File: config.mk
export PLATFORM = sky130hd
export DESIGN_NAME = dbmbx_top
export DESIGN_NICKNAME = d
export VERILOG_FILES = /design/src/rtl/dbmbx_pkg.sv /design/src/rtl/dbmbx_wbuf.sv /design/src/rtl/dbmbx_ctrl.sv /design/src/rtl/dbmbx_top.sv
export SDC_FILE = /design/constraint.sdc
export NUM_CORES = 1
export LEC_CHECK = 0
export BUFFER_PORTS_ARGS = -buffer_cell sky130_fd_sc_hd__buf_4
export CAP_MARGIN = 20
export CORE_UTILIZATION = 48
export DETAILED_ROUTE_END_ITERATION = 10
export PLACE_DENSITY = 0.66
export RECOVER_POWER = 50
export SETUP_SLACK_MARGIN = 0.05
export SLEW_MARGIN = 20
export SYNTH_ARGS = -nofsm -noshare
export SYNTH_HDL_FRONTEND = slang
export SYNTH_SLANG_ARGS = --single-unit
File: constraint.sdc
create_clock -name clk -period 5.2 [get_ports clk]
set_input_delay 1.04 -clock clk [delete_from_list [all_inputs] [get_ports clk]]
set_output_delay 1.04 -clock clk [all_outputs]
set_load 0.01 [all_outputs]
File: src/rtl/dbmbx_pkg.sv
package dbmbx_pkg;
  localparam logic [7:0] OFS_CMD  = 8'h00;
  localparam logic [7:0] OFS_STAT = 8'h04;
  localparam logic [3:0] PAGE_OUT = 4'h8;
  localparam logic [3:0] PAGE_RSP = 4'h9;
  localparam int CMD_IOC_BIT = 8;
  localparam int CMD_ID_LSB  = 12;

  function automatic logic [31:0] pack_status(
    input logic       busy,
    input logic       err,
    input logic [3:0] cid,
    input logic [7:0] init_id,
    input logic [7:0] ecode
  );
    return {8'h00, ecode, init_id, cid, 2'b00, err, busy};
  endfunction
endpackage

File: src/rtl/dbmbx_wbuf.sv
module dbmbx_wbuf #(
  parameter int WORDS = 4,
  parameter int W     = 32,
  localparam int IDXW = $clog2(WORDS)
) (
  input  logic            clk,
  input  logic            rst_n,
  input  logic            we,
  input  logic [IDXW-1:0] widx,
  input  logic [W-1:0]    wdata,
  input  logic [IDXW-1:0] ridx,
  output logic [W-1:0]    rdata
);
  logic [W-1:0] mem [WORDS];

  for (genvar g = 0; g < WORDS; g++) begin : g_word
    always_ff @(posedge clk) begin
      if (!rst_n)                           mem[g] <= '0;
      else if (we && widx == IDXW'(g))      mem[g] <= wdata;
    end
  end

  assign rdata = mem[ridx];
endmodule

File: src/rtl/dbmbx_ctrl.sv
module dbmbx_ctrl
  import dbmbx_pkg::*;
(
  input  logic        clk,
  input  logic        rst_n,
  input  logic        cmd_we,
  input  logic [31:0] cmd_in,
  input  logic        done,
  input  logic        err_in,
  input  logic [7:0]  code_in,
  output logic        busy,
  output logic        err,
  output logic [7:0]  err_code,
  output logic [31:0] cmd_q,
  output logic        dbell,
  output logic        irq
);
  logic accept, finish;
  assign accept = cmd_we && !busy;
  assign finish = done && busy;

  always_ff @(posedge clk) begin
    if (!rst_n) begin
      busy <= 1'b0; err <= 1'b0; err_code <= '0;
      cmd_q <= '0; dbell <= 1'b0; irq <= 1'b0;
    end else begin
      dbell <= accept;
      irq   <= finish && cmd_q[CMD_IOC_BIT];
      if (accept) begin
        busy <= 1'b1; cmd_q <= cmd_in;
        err <= 1'b0;  err_code <= '0;
      end else if (finish) begin
        busy <= 1'b0; err <= err_in; err_code <= code_in;
      end
    end
  end


  dbell_with_busy_chk: assert property (@(posedge clk) disable iff (!rst_n)
    dbell |-> busy && !$past(busy));

  dbell_single_chk: assert property (@(posedge clk) disable iff (!rst_n)
    dbell |=> !dbell);

  no_bell_while_busy_chk: assert property (@(posedge clk) disable iff (!rst_n)
    busy && cmd_we |=> !dbell);

  busy_hold_chk: assert property (@(posedge clk) disable iff (!rst_n)
    busy && !done |=> busy);

  irq_after_finish_chk: assert property (@(posedge clk) disable iff (!rst_n)
    irq |-> !busy && $past(busy) && cmd_q[CMD_IOC_BIT]);

  irq_single_chk: assert property (@(posedge clk) disable iff (!rst_n)
    irq |=> !irq);
endmodule

File: src/rtl/dbmbx_top.sv
module dbmbx_top
  import dbmbx_pkg::*;
#(
  parameter int          BUF_BYTES = 16,
  parameter logic [7:0]  INIT_ID   = 8'h5A,
  localparam int WORDS = BUF_BYTES / 4,
  localparam int IDXW  = $clog2(WORDS)
) (
  input  logic            clk,
  input  logic            rst_n,
  input  logic [7:0]      hst_addr,
  input  logic            hst_wr,
  input  logic [31:0]     hst_wdata,
  output logic [31:0]     hst_rdata,
  output logic            dbell,
  output logic [31:0]     cmd_word,
  input  logic [IDXW-1:0] dev_obuf_idx,
  output logic [31:0]     dev_obuf_data,
  input  logic            dev_rsp_we,
  input  logic [IDXW-1:0] dev_rsp_idx,
  input  logic [31:0]     dev_rsp_data,
  input  logic            dev_done,
  input  logic            dev_err,
  input  logic [7:0]      dev_err_code,
  output logic            host_irq
);
  logic busy, err;
  logic [7:0] err_code;
  logic [31:0] rsp_rd;
  logic cmd_we, obuf_we;

  assign cmd_we  = hst_wr && hst_addr == OFS_CMD;
  assign obuf_we = hst_wr && hst_addr[7:4] == PAGE_OUT && hst_addr[1:0] == 2'b00;

  dbmbx_ctrl u_ctrl (
    .clk(clk), .rst_n(rst_n), .cmd_we(cmd_we), .cmd_in(hst_wdata),
    .done(dev_done), .err_in(dev_err), .code_in(dev_err_code),
    .busy(busy), .err(err), .err_code(err_code), .cmd_q(cmd_word),
    .dbell(dbell), .irq(host_irq)
  );

  dbmbx_wbuf #(.WORDS(WORDS), .W(32)) u_obuf (
    .clk(clk), .rst_n(rst_n), .we(obuf_we), .widx(hst_addr[IDXW+1:2]),
    .wdata(hst_wdata), .ridx(dev_obuf_idx), .rdata(dev_obuf_data)
  );

  dbmbx_wbuf #(.WORDS(WORDS), .W(32)) u_rbuf (
    .clk(clk), .rst_n(rst_n), .we(dev_rsp_we), .widx(dev_rsp_idx),
    .wdata(dev_rsp_data), .ridx(hst_addr[IDXW+1:2]), .rdata(rsp_rd)
  );

  always_comb begin
    hst_rdata = '0;
    if (hst_addr == OFS_STAT)
      hst_rdata = pack_status(busy, err, cmd_word[CMD_ID_LSB +: 4], INIT_ID, err_code);
    else if (hst_addr[7:4] == PAGE_RSP)
      hst_rdata = rsp_rd;
  end


  idle_done_quiet_chk: assert property (@(posedge clk) disable iff (!rst_n)
    !busy && !cmd_we |=> !busy && $stable(err) && $stable(err_code) && !host_irq);
endmodule

# == Word level (Yosys, flattened, before mapping) ==
# Memories as Yosys holds them, arrays and structs flattened.
# Cells that the tools add are included.
# totals
mem_bits_rw,256
out_inout_bits,98
mem_bits_ro,0
latch_bits,0
regBits,44
n_memories,2
# mem_list
memory,depth,width,rd,rd_clocked_by_memory_dff,wr,line_no,source
u_obuf.mem,4,32,1,0,4,dbmbx_wbuf.sv:14,logic [W-1:0] mem [WORDS];
u_rbuf.mem,4,32,1,0,4,dbmbx_wbuf.sv:14,
# classes
n_addsub,0
n_eq_ne,9
n_mux,37
shifts,0
magnitude_cmp,0
div,0
multipliers,0
n_bitwise,9
n_reduce_logical,21
# ops
operator,n
32-bit two-way mux,10
1-bit two-way mux,27
1-bit logical AND,14
2-bit == test (second input constant),4
4-bit == test (second input constant),2
8-bit by 3-bit == test with 1-bit output (second input constant),1
8-bit logical NOT,1
1-bit bitwise OR,8
2-bit logical NOT,3
2-bit by 1-bit == test with 1-bit output (second input constant),2
2-bit nonzero test,1
2-bit OR reduction,1
1-bit logical NOT,1
1-bit NOT,1

# == Longest topological paths before layout ==
# Gate-level depths: netlist of run 1.
# logic_depth
ltp_word,8
mapped_depth,7

# == Modules after synthesis ==
# A second synthesis of run 1 with hierarchy kept.
# unflattened
hier_cells,903
area_unflattened_um2,13406.6
# modules_own_cells
module,seq_area_each_um2,cells_each,area_each_um2,instances
dbmbx_wbuf,3843.7,318,5582.9,2
dbmbx_ctrl,880.8,192,1697.9,1
dbmbx_top,0.0,75,543.0,1

# == Worst setup path before layout of run 1 ==
# No wires, ideal clock.
# synth_path
path_kind,input-to-reg
startpoint,in hst_addr[5]
endpoint,"mem u_obuf.mem[3][0], enable pin"
setup_ns,0.466
path_slack_ns,0.680
required_ns,4.734
t_arrival_ns,4.054
cell_stages,3
cell_sequence,nor3b_1 nand3b_1 o21ai_0
# synth_rtl
element,line_no,source
from (decl),dbmbx_top.sv:11,"input logic [7:0] hst_addr,"
to (decl),dbmbx_wbuf.sv:14,

# == Worst setup path after layout of run 1 ==
# layout_path
startpoint,in hst_addr[4]
endpoint,out hst_rdata[0]
# layout_between
elab_chain_cells,3
# layout_lines
element,line_no,source
4-bit == test,dbmbx_top.sv:56,else if (hst_addr[7:4] == PAGE_RSP)
32-bit two-way mux,dbmbx_top.sv:56,
32-bit two-way mux *,dbmbx_top.sv:54,if (hst_addr == OFS_STAT)
to (decl),dbmbx_top.sv:14,"output logic [31:0] hst_rdata,"
# Mark *: on every way between the ends. The rest lies on a longest branch, timed or not.

==> results of run 1 <==
sequential cells by signal (all words and copies together) (netlist names):
| name | flops |
|---|---|
| u_obuf.mem | 128 |
| u_rbuf.mem | 128 |
| u_ctrl.cmd_q | 32 |
| u_ctrl.err_code | 8 |
| u_ctrl.busy | 1 |
| u_ctrl.dbell | 1 |
| u_ctrl.err | 1 |
| u_ctrl.irq | 1 |
cell usage after synthesis:
| master | instances | area share |
|---|---|---|
| o21ai_0 | 8 | 0.0031 |
| mux2i_1 | 32 | 0.025 |
| buf_4 | 1 | 0.00057 |
| or4_4 | 2 | 0.0017 |
| buf_12 | 2 | 0.0031 |
| edfxtp_1 | 256 | 0.59 |
| mux4_2 | 64 | 0.11 |
| nor3b_1 | 2 | 0.0011 |
| buf_8 | 1 | 0.0011 |
| nand2_1 | 87 | 0.025 |
| nor3_1 | 128 | 0.049 |
| buf_6 | 1 | 0.00086 |
| a21o_1 | 4 | 0.0023 |
| inv_1 | 35 | 0.010 |
| a21oi_1 | 10 | 0.0038 |
| and2_1 | 131 | 0.063 |
| nor4_2 | 1 | 0.00096 |
| o41ai_2 | 1 | 0.0012 |
| or2_2 | 1 | 0.00048 |
| nand3b_1 | 1 | 0.00057 |
| buf_2 | 2 | 0.00077 |
| nand2b_1 | 4 | 0.0019 |
| buf_1 | 13 | 0.0037 |
| nor2_1 | 6 | 0.0017 |
| clkbuf_1 | 53 | 0.015 |
| and3_1 | 14 | 0.0067 |
| a22o_1 | 14 | 0.0094 |
| nand4b_1 | 2 | 0.0013 |
| dfxtp_1 | 44 | 0.067 |
| or3b_2 | 1 | 0.00067 |
kinds of logic after synthesis:
group | share of synthesized area
simple gates | 0.154
flops | 0.656
buf+inv | 0.0354
mux | 0.135
compound gates | 0.0198
worst max-delay path, cell delays in order:
cell and delay [ns]:
buf_4 0.18, or4_4 0.60, nor4_4 0.22, buf_4 0.29
a22o_1 0.24, buf_4 0.14
worst max-delay path by stage:
stage | start | end | slack (ns) | cells after the start
after floorplan | hst_addr[5] | u_obuf.mem[3][0] | 0.68 | 3
after global placement | hst_addr[4] | hst_rdata[0] | 1.43 | 6
after detailed placement | hst_addr[4] | hst_rdata[0] | 1.43 | 6
after CTS | hst_addr[4] | hst_rdata[0] | 1.42 | 6
after global routing | rst_n | u_rbuf.mem[0][24] | 1.10 | 5
final | hst_addr[4] | hst_rdata[0] | 1.43 | 6
metal layers:
layer,global-route usage,wire (um),share of wire
met1,0.287,12400,0.41
met4,0.0511,493,0.016
met2,0.384,15200,0.50
met3,0.0473,2230,0.074
met5,0,0,0
cell type report:
cell class,count,area (um^2)
multi-input cells,513,4160
fillers,2173,11100
well taps,341,427
repair buffers,209,1430
clock buffers,46,902
flip-flops and latches,300,8570
inverters,35,131
clock inverters,12,108
where the power goes:
group          internal [mW]  switching (mW)  leakage, nW
Sequential              2.74          0.0316         2.83
Clock                   1.29           0.889        0.498
Combinational          0.196           0.236         2.61
==> results.md, run 1 <==
- Status: complete, but fails checks
- Failing checks: capacitance limit, slew limit
- Worst hold path class: flip-flop to flip-flop
- Max-slew violation count: 199
- Die H: 167 um
- Final cycle utilization of the critical path: 0.725
- Commonest non-fill, non-tap cell in the layout: edfxtp_1
- Largest net degree at the start of global routing: 65
- First-pass GRT wire length: 47,200 um
- Slew at the pin closest to its max-slew limit: 2.15 ns
- Hold wc startpoint: u_ctrl.cmd_q[25]
- Placed Cells: 1,398
- Most frequent cells in the layout: edfxtp_1, buf_4, nor3_1, nand2_1, and2_1
- Via count: 7,949
- Worst Setup End Kind: output pin
- First-pass DRT Iterations: 4
- Hpwl dp: 18,200 um
- CTS buffer count: 31
- Mapped Cells: 921
- Syn nets: 1,011
- Worst-path clk slew: 0.06 ns
- CTS max path bufs: 3
- Root Driver: clkbuf_16
- Post_cts resized: 0
- Design area: 15,700 um^2
- Crit Path Max Fanout: 19
- R2R setup slack: 3.56 ns
- Antenna violations before repair: 0
- Layout net count: 1,180
- DRT Wirelength: 30,300 um
- Setup TNS Final: 0 ns
- Overall power: 5.38 mW
- Synth cell types: 30
- Reg-to-Reg End: u_ctrl.cmd_q[0]
- Fin. Hold Viols: 0
- Final worst setup slack: 1.43 ns
- Worst EP arrival: 2.73 ns
- Hold Path Cell Cnt: 2
- Post-Place Worst Slack: 1.43 ns
- Final Util: 0.587
- Syn Area/Cell: 14.2 um^2
- Fin crit period: 3.77 ns
- CTS Sinks: 300
- Vias/cell: 5.46
- Worst hold slack: 0.456 ns
- Mapped cell area: 13,100 um^2
- Reg2reg path depth: 2
- Full die area: 27,900 um^2
- Share of layout cells above drive strength 1: 0.271
- Num rows: 60
- Layout Cells excl Fill: 1,456
- Total global-route track usage: 0.222
- Number of max-cap violations: 6
- Critical path required time: 4.16 ns
- Sequential share of the synthesized area: 0.656
- Synth Warn #: 0
- Slew HR: -0.436
- CTS tree: built
- Post-Route Skew: 0.0152 ns
- WL per Instance: 20.8 um
- First DRT Iteration DRCs: 686
- Cell Area, Placed: 14,900 um^2
- Die width: 167 um
- Post-CTS Setup Repair Bufs: 0
- # diodes: 0
- Grt total ovfl: 0
- Core Area: 26,800 um^2
- Worst r2r src: u_ctrl.busy
- RSZ-0062 raised after global routing: no
- GP Congestion: 0.730
- Synthesis-to-layout area growth: 20.4%
- PD cells: 342 nW/um^2
- IO buf count: 187
- Number of global-route vias before repair: 8,368
- Crit Path Class: primary input to output pin
- Final setup violation count: 0
- Crit start category: primary input
- Hold-fix buffers at CTS: 0
- I/O pins: 188
- Fmax: 265 MHz
- Antenna viol nets, final: 0
- Residual DRC: 0
- Worst-case vdd ir drop: 0.000194 V
- Initial Util: 0.487
- Min-Delay Endpoint: u_ctrl.cmd_q[25]
- H-Tree Level Count: 1
- Clock Latency Late Sink: 0.56 ns
- Synthesized flop and latch total: 300
- Leakage: 5.93 nW
Power figures use the tool's default switching activity.
==> run 2, diff against run 1 <==
Settings changed: ABC_AREA from default to 1, PLACE_DENSITY 0.66 to 0.68.
Clock period 5.2 ns to 3.1 ns, I/O delays scaled along.
==> results.md, run 2 <==
- Synth area leaders: edfxtp_1, nor2_1, nand2_1
- Antenna viol nets, final: 0 (unchanged)
- Final setup violation count: 0 (unchanged)
- RSZ-0062 raised after global routing: no
- Post-Route Skew: 0.00478 ns (-0.0104 ns)
- Via count: 9,877 (+24%)
- Share of layout cells above drive strength 1: 0.163 (-0.108)
- Crit Path Class: primary input to flip-flop
- Root Driver: clkbuf_16
- Hold-fix buffers at CTS: 0 (unchanged)
- H-Tree Level Count: 1 (unchanged)
- Max-slew violation count: 23 (-88%)
- Cell Area, Placed: 14,800 um^2 (about the same)
- DRT Wirelength: 33,800 um (+12%)
- Cell taking the most area after synthesis: edfxtp_1
- Syn nets: 1,418 (+40%)
- Mapped Cells: 1,328 (+44%)
- Top flop regs: u_obuf.mem x128, u_rbuf.mem x128, u_ctrl.cmd_q x32
- Post-CTS Setup Repair Bufs: 0 (unchanged)
- Placed Cells: 1,805 (+29%)
- Worst hold path class: primary input to flip-flop
- Grt total ovfl: 0 (unchanged)
- IO buf count: 187 (unchanged)
- Worst Setup End Kind: flip-flop
- Synth top area share: 0.582 (-0.00608)
- Design area: 15,600 um^2 (-0.91%)
- WL per Instance: 18.1 um (-13%)
- Clock Latency Late Sink: 0.56 ns (about the same)
- Slew at the pin closest to its max-slew limit: 1.51 ns (-0.648 ns)
- Full die area: 28,200 um^2 (+1.0%)
- GP Congestion: 0.815 (+12%)
- CTS Sinks: 300 (unchanged)
- CTS tree: built
- Commonest non-fill, non-tap cell in the layout: nor2_1
- Most frequent cells in the layout: nor2_1, nand2_1, edfxtp_1, buf_4, inv_1
- PD cells: 569 nW/um^2 (+66%)
- Sequential share of the synthesized area: 0.649 (-0.00678)
- Hpwl dp: 21,000 um (+15%)
- Asr flop ratio synth: 0 (unchanged)
- Ys flop type: edfxtp_1
- Setup TNS Final: 0 ns (unchanged)
- Crit start category: primary input
- Crit Path Max Fanout: 56 (+37)
- CTS buffer count: 31 (unchanged)
- Final cycle utilization of the critical path: 0.890
- Syn Area/Cell: 9.94 um^2 (-30%)
- Status: complete, but fails checks
- Worst-case vdd ir drop: 0.000440 V (+130%)
- Number of max-cap violations: 1 (-5)
- Number of global-route vias before repair: 9,589 (+15%)
- Worst-path clk slew: 0.06 ns (about the same)
- Post_cts resized: 0 (unchanged)
- Failing checks: capacitance limit, slew limit
- Worst EP arrival: 3.02 ns (+0.29 ns)
- Most common cell in the netlist: nor2_1
- Num rows: 60 (unchanged)
- Top post-synthesis cells by count: nor2_1, nand2_1, edfxtp_1
- Slew HR: -0.00441 (+0.432)
- Residual DRC: 0 (unchanged)
- Critical path required time: 3.36 ns (-0.80 ns)
- Synthesis-to-layout area growth: 18.1%
- First-pass DRT Iterations: 5 (+1)
- Fin. Hold Viols: 0 (unchanged)
- Register area: 8570 um^2 (unchanged)
- CTS max path bufs: 3 (unchanged)
- # fillers: 2,350 (+8.1%)
- Antenna violations before repair: 2 (+2)
- Core Area: 27,000 um^2 (+0.56%)
- Fmax: 363 MHz
- Vias/cell: 5.30 (-2.9%)
- Die width: 168 um (+0.51%)
- Largest net degree at the start of global routing: 65 (unchanged)
- Synthesized flop and latch total: 300 (unchanged)
- Total global-route track usage: 0.241 (+0.0192)
- Initial Util: 0.490 (+0.00234)
- Synth Warn #: 0 (unchanged)
- Mapped cell area: 13,200 um^2 (+1.0%)
- Die H: 168 um (+0.51%)
- Number of synthesized flops with an enable pin: 256 (unchanged)
- I/O pins: 188 (unchanged)
- Synth cell types: 27 (-10%)
- Layout net count: 1,587 (+34%)
- Fin crit period: 2.76 ns
- Multi-input gate area: 3780 um^2 (-9.1%)
- First-pass GRT wire length: 52,500 um (+11%)
- Leakage: 6.58 nW (+11%)
- First DRT Iteration DRCs: 858 (+25%)
- Layout Cells excl Fill: 1,864 (+28%)
## run 2: logic make-up after synthesis
group	count (synthesis)	share of synthesized area
compound gates	135	0.0563
simple gates	721	0.231
buf+inv	172	0.0639
flops	300	0.649
## run 2: layout make-up
class | instances | share of cell area
Clock buffer | 41 | 0.0522
Timing Repair Buffer | 220 | 0.0984
Sequential cell | 300 | 0.550
Antenna cell | 2 | 0.000321
Multi-Input combinational cell | 856 | 0.243
Tap cell | 341 | 0.0274
Inverter | 88 | 0.0214
Clock inverter | 16 | 0.00795
## run 2: path summary, 6_finish.rpt
check,start,endpoint,slack [ns],cells past startpoint
setup reg to reg,u_ctrl.busy,u_ctrl.err_code[5],1.53,6
hold / removal,hst_wdata[23],u_ctrl.cmd_q[23],0.31,3
setup / recovery,rst_n,u_obuf.mem[3][23],0.34,4
hold reg to reg,u_ctrl.cmd_q[8],u_ctrl.irq,0.44,2
## run 2: critical path, cell delays in order
cell,delay (ns)
clkbuf_2,0.94
clkbuf_1,0.97
nand2_1,0.11
buf_4,0.32
## run 2: layer usage
metal  share of wire  GRT usage
met1            0.42      0.320
met2            0.49      0.411
met3           0.073     0.0442
met4           0.017     0.0590
met5               0          0
## run 2: where the power goes
group | total (mW) | internal, mW | leakage, nW | switching [mW]
logic | 0.715 | 0.247 | 3.29 | 0.468
registers | 4.65 | 4.59 | 2.83 | 0.0538
clock network | 3.51 | 1.99 | 0.459 | 1.51
## run 2: through the flow
stage                      util  hold WS, ns  power [mW]  setup WS, ns
after CTS                 0.586        0.292        8.91         0.367
after floorplan               -        0.467        5.10         0.727
after detailed placement  0.551        0.446        5.45         0.372
after global routing      0.578        0.303        9.14         0.171
after global placement    0.551        0.439        5.44         0.395
final                     0.578        0.307        8.87         0.342
